### config.mk
export PLATFORM = sky130hd
export DESIGN_NAME = fp4x2_to_half
export DESIGN_NICKNAME = d
export VERILOG_FILES = /design/src/rtl/fp4h_pkg.sv /design/src/rtl/fp4_lane_decode.sv /design/src/rtl/fp4x2_decode_core.sv /design/src/rtl/fp4x2_to_half.sv
export SDC_FILE = /design/constraint.sdc
export NUM_CORES = 1
export LEC_CHECK = 0
export BUFFER_PORTS_ARGS = -buffer_cell sky130_fd_sc_hd__buf_2
export CAP_MARGIN = 15
export CORE_UTILIZATION = 40
export CTS_BUF_LIST = sky130_fd_sc_hd__clkbuf_4 sky130_fd_sc_hd__clkbuf_8
export DETAILED_ROUTE_END_ITERATION = 10
export HOLD_SLACK_MARGIN = 0.06
export PLACE_DENSITY = 0.8
export SLEW_MARGIN = 20
export SYNTH_ARGS = -nofsm -noshare
export SYNTH_HDL_FRONTEND = slang
export SYNTH_SLANG_ARGS = --single-unit
### constraint.sdc
create_clock -name clk -period 0.8 [get_ports clk]
set_input_delay 0.04 -clock clk [delete_from_list [all_inputs] [get_ports clk]]
set_output_delay 0.04 -clock clk [all_outputs]
set_load 0.005 [all_outputs]
### src/rtl/fp4h_pkg.sv
package fp4h_pkg;
  localparam int ELEM_W    = 4;
  localparam int HALF_W    = 16;
  localparam int HEXP_W    = 5;
  localparam int HFRAC_W   = 10;
  localparam int HBIAS     = 15;
  localparam int ELEM_BIAS = 1;

  typedef struct packed {
    logic       sign;
    logic [1:0] expo;
    logic       man;
  } fp4_t;

  typedef struct packed {
    logic               sign;
    logic [HEXP_W-1:0]  expo;
    logic [HFRAC_W-1:0] frac;
  } half_t;
endpackage

### src/rtl/fp4_lane_decode.sv
module fp4_lane_decode
  import fp4h_pkg::*;
(
  input  logic [ELEM_W-1:0] nib,
  output logic [HALF_W-1:0] half
);
  localparam logic [HEXP_W-1:0] EXP_OFS  = HEXP_W'(HBIAS - ELEM_BIAS);
  localparam logic [HEXP_W-1:0] EXP_HALF = HEXP_W'(HBIAS - 1);

  fp4_t  el;
  half_t h;

  assign el = fp4_t'(nib);

  always_comb begin
    h      = '0;
    h.sign = el.sign;
    if (el.expo != 2'd0) begin
      h.expo = HEXP_W'(el.expo) + EXP_OFS;
      h.frac = {el.man, {(HFRAC_W-1){1'b0}}};
    end else if (el.man) begin
      h.expo = EXP_HALF;
    end
    half = h;
  end
endmodule

### src/rtl/fp4x2_decode_core.sv
module fp4x2_decode_core
  import fp4h_pkg::*;
#(
  parameter int LANES = 2
) (
  input  logic [LANES*ELEM_W-1:0] packed_in,
  output logic [LANES*HALF_W-1:0] halves
);
  for (genvar g = 0; g < LANES; g++) begin : g_lane
    fp4_lane_decode u_lane (
      .nib  (packed_in[g*ELEM_W +: ELEM_W]),
      .half (halves[g*HALF_W +: HALF_W])
    );
  end
endmodule

### src/rtl/fp4x2_to_half.sv
module fp4x2_to_half
  import fp4h_pkg::*;
#(
  parameter int LANES   = 2,
  parameter bit REG_OUT = 1'b1
) (
  input  logic                    clk,
  input  logic                    rst,
  input  logic                    in_valid,
  input  logic [LANES*ELEM_W-1:0] in_pack,
  output logic                    out_valid,
  output logic [LANES*HALF_W-1:0] out_half
);
  localparam int IN_W  = LANES * ELEM_W;
  localparam int OUT_W = LANES * HALF_W;

  logic [OUT_W-1:0] dec_word;

  fp4x2_decode_core #(.LANES(LANES)) u_core (
    .packed_in (in_pack),
    .halves    (dec_word)
  );

  if (REG_OUT) begin : g_reg
    logic             v_q;
    logic [OUT_W-1:0] d_q;

    always_ff @(posedge clk) begin
      if (rst) begin
        v_q <= 1'b0;
        d_q <= '0;
      end else begin
        v_q <= in_valid;
        if (in_valid) d_q <= dec_word;
      end
    end

    assign out_valid = v_q;
    assign out_half  = d_q;

    assert_valid_latency_R7: assert property (@(posedge clk) disable iff (rst)
      in_valid |=> out_valid);
    assert_valid_drop_R7: assert property (@(posedge clk) disable iff (rst)
      !in_valid |=> !out_valid);
    assert_hold_R9: assert property (@(posedge clk) disable iff (rst)
      !in_valid |=> $stable(out_half));
    assert_sign_R5: assert property (@(posedge clk) disable iff (rst)
      in_valid |=> (out_half[HALF_W-1] == $past(in_pack[ELEM_W-1])));
    assert_zero_R4: assert property (@(posedge clk) disable iff (rst)
      (in_valid && in_pack[ELEM_W-2:0] == '0) |=> (out_half[HALF_W-2:0] == '0));
    assert_reset_R8: assert property (@(posedge clk)
      rst |=> (!out_valid && out_half == '0));
  end else begin : g_comb
    assign out_valid = in_valid;
    assign out_half  = dec_word;
  end

  for (genvar a = 0; a < LANES; a++) begin : g_chk
    assert_no_special_R6: assert property (@(posedge clk) disable iff (rst)
      out_valid |-> (out_half[a*HALF_W+HFRAC_W +: HEXP_W] != '1));
    assert_low_frac_R2: assert property (@(posedge clk) disable iff (rst)
      out_valid |-> (out_half[a*HALF_W +: HFRAC_W-1] == '0));
  end

  logic unused_w;
  assign unused_w = ^IN_W;
endmodule

Word-level counts from Yosys, hierarchy flattened
Index checks and enable logic that the tools add are counted.
Cells by class
  add/subtract/negate cells: 2
  mux-type cells: 6
  reduce and logical (&&, ||, !) cells: 2
Operators with widths (count)
  10-bit two-way mux: 2
  2-bit by 4-bit adder with 5-bit output (second input constant): 2
  5-bit two-way mux: 2
  4-bit two-way mux: 2
  2-bit nonzero test: 2
Storage, ports and cells
  input bits: 11
  output and inout bits: 33
  bits in registers: 33
  word-level logic and storage cells: 12

Depth between registers and ports, before layout
  depth after elaboration: 2
  mapped depth: 3
  gate-level depth less buffers: 3

Modules after synthesis
Synthesis repeated with hierarchy kept, for this count alone.
Second synthesis, totals
  cells, all modules: 140
  area total of the unflattened synthesis: 1440.1 µm²
Modules (own cells, without submodules)
  fp4x2_to_half: seq. area each 660.6 µm², times used 1, area each 1202.4 µm², cells each 106
  fp4_lane_decode: seq. area each 0.0 µm², times used 2, area each 118.9 µm², cells each 17

Worst setup path after synthesis
No wires, ideal clock.
  kind: reg-to-reg
  from: register, netlist name out_half[29]
  to: register g_reg.d_q[29], in the netlist out_half[29]
  setup slack: 0.190 ns
  cell stages (with the launch flop): 3
  arrival time: 0.540 ns
  buffers on the path: 0
  clock period less this slack: 0.610 ns
  required time: 0.729 ns
  library setup time: 0.071 ns
  cell sequence: dfxtp_1 > nand2b_2 > a21oi_1
RTL lines
  to (signal assigned): line fp4x2_to_half.sv:34  | if (in_valid) d_q <= dec_word;
  to (decl): line fp4x2_to_half.sv:26  | logic [OUT_W-1:0] d_q;

==> flow_summary.ini <==
[run_status]
outcome = complete, no violations

[sta]
clock_skew_ns = 0
max_freq_ghz = 1.33
fin_crit_sh_pct = 93.8
hold_viol = 0
hold_slack_ns = 0.0710
slew_viol_final = 0
setup_viol = 0
min_period_ns = 0.750
rsz0062_at_grt = no
setup_tns_ns = 0

[setup_path]
path_max_fanout = 4
path_buf_inv = 1
cp.depth = 1
reg2reg_to = out_half[29]
worstPathRequired_ns = 0.76
crit_family = flip-flops
cp-end-kind = primary output
worstSetupPathType = reg -> out
r2r.worst_path.cells = 3
cpPeakStageDelay_ns = 0.34
critPathSlowestCell = dfxtp_2
r2r_slack_ns = 0.12
rr_startpoint = out_half[29]
crit_start = out_half[29]
cp.arrival_ns = 0.71
startpoint_type = register
crit_path_cell_trace = buf_2

[grt]
grt_max_degree = 16
grt-ovfl-total = 0
grt_antenna_before_repair = 0
grt_usage_pct = 12.2
grt_pass1_vias = 322
grt_util_met2_pct = 19.4
grt_pass1_wl_um = 1280
busiest_layer = met2
grtUsageMet1_pct = 15.1
grtUsageMet3_pct = 3.89

[clocking]
cts_tree = built
cts_buffer_depth = 2
cts_sinks = 11
ctsHtreeMaxLevel = 1
clk_latency_ns = 0.26
cts_root_buf = clkbuf_4
cts.reportedPaths.clkPinSlew_ns = 0.07
cts-buffers-inserted = 3

[place]
routabilityCongestion = 0.614
place_hpwl_um = 669
placed_area_um2 = 606
io_buffer_count = 25

[drt]
drc = 0
vias = 431
drtIter0Drc = 1
routed_wirelength_um = 910
firstDrtPassIters = 2
drtAntennaViolNets = 0
wl_per_cell_um = 8.67
vias_per_cell = 4.10

[synth]
ys_types = 13
ys_top_cells_by_count = buf_4 (22), dfxtp_1 (11), mux2i_1 (6), nor2_1 (6)
synthFlopType = dfxtp_1
avgSynthCellArea_um2 = 9.18
synth.top_cell.area_share_pct = 38.1
synth_seq_cells = 11
synth_top_area_cell = dfxtp_1
yosysWarnings = 0
postSynthCellCount = 63
synth.area.top_cells = dfxtp_1 (38%), buf_4 (29%), mux2i_1 (10%)
async_flop_share_pct = 0
yosysMostFrequentCell = buf_4
synth_edf_count = 0
synthesis.area_um2 = 578
seq_area_frac_synth_pct = 38.1

[die]
initial_utilization_pct = 43.9
die_x_um = 40.0
die-area_um2 = 1600
io_pins = 44
dieHeight_um = 40.0
fp.coreArea_um2 = 1320
std_cell_rows = 13

[cells_and_area]
diodes = 0
layout-drive-gt1-share_pct = 35.6
fillers = 131
nets = 102
syn_to_final_growth_pct = 20.6
final_util_pct = 52.9
design_area_um2 = 697

[hold_path]
min_from = rst
hold_class = in -> reg
holdPathStages = 2
min_to = out_half[13]

[power_and_ir_drop]
p_per_area_nw_per_um2 = 1700
p_leak_nw = 0.380
max-vdd-ir-drop_uv = 947

[flow_run]
cap_violations = 0
==> per-stage QoR <==
| stage | total power [mW] | std cells | worst slack [ns] |
|---|---|---|---|
| final | 1.19 | 105 | 0.0498 |
| after global placement | 0.762 | 96 | 0.114 |
| after detailed placement | 0.766 | 96 | 0.101 |
| after CTS | 1.19 | 106 | 0.00535 |
| after floorplan | 0.770 | 80 | 0.190 |
| after global routing | 1.25 | 105 | 0.00391 |
==> area by class of cell <==
| cell class | instances | area (um^2) | share of cell area, % |
|---|---|---|---|
| repair buffers | 30 | 183 | 26.2 |
| inverters | 2 | 7.51 | 1.08 |
| well taps | 15 | 18.8 | 2.69 |
| flip-flops and latches | 11 | 224 | 32.1 |
| multi-input cells | 43 | 234 | 33.6 |
| clock buffers | 4 | 30.0 | 4.31 |
==> placed cells by master (no fill, tap or decap), types with 2 or more instances in the layout <==
cell type	instances
a21oi_1	4
buf_2	23
clkbuf_4	4
conb_1	18
dfxtp_1	8
dfxtp_2	3
dlygate4sd3_1	6
inv_1	2
mux2i_1	6
nand2b_1	3
nor2_1	6
o211ai_1	4
==> routing by layer <==
| metal | up-vias | share of wire [%] |
|---|---|---|
| met1 | 190 | 43 |
| met4 | 0 | 0 |
| li1 | 216 | - |
| met3 | 0 | 8.1 |
| met5 | - | 0 |
| met2 | 25 | 48 |
==> registers in the layout, indices dropped and copies added, names as in the netlist <==
signal,cells
out_half,10
out_valid,1
==> what timing repair did <==
action / 4_1_cts / 5_1_grt
endpoints found under the hold margin: 6 / 0
pin swaps: 0 / 3
buffers inserted: 0 / 1
hold buffers: 6 / 0
setup endpoints to repair: 3 / 11
resized for setup: 1 / 2
==> cells by family (layout without fill, tap and decap cells) <==
logic type	count (synthesis)	after routing	synth area share [%]
mux	6	6	10.4
other cells	1	18	0.649
compound gates	8	8	8.66
flops	11	11	38.1
buf+inv	26	36	32.5
simple gates	11	11	9.74
==> worst max path at each step <==
stage | to | slack [ns]
CTS | out_half[12] | 0.005
floorplan | out_half[29] | 0.19
detailed placement | out_half[31] | 0.10
global placement | out_half[14] | 0.11
global route | out_half[25] | 0.004
finish | out_half[28] | 0.05
==> power by group <==
part	internal (mW)	switching (mW)	leakage (nW)
Combinational	0.0931	0.0895	0.270
Clock	0.226	0.183	0.0184
Sequential	0.580	0.0145	0.0919
Total	0.899	0.287	0.380
(Power assumes the default switching activity.)
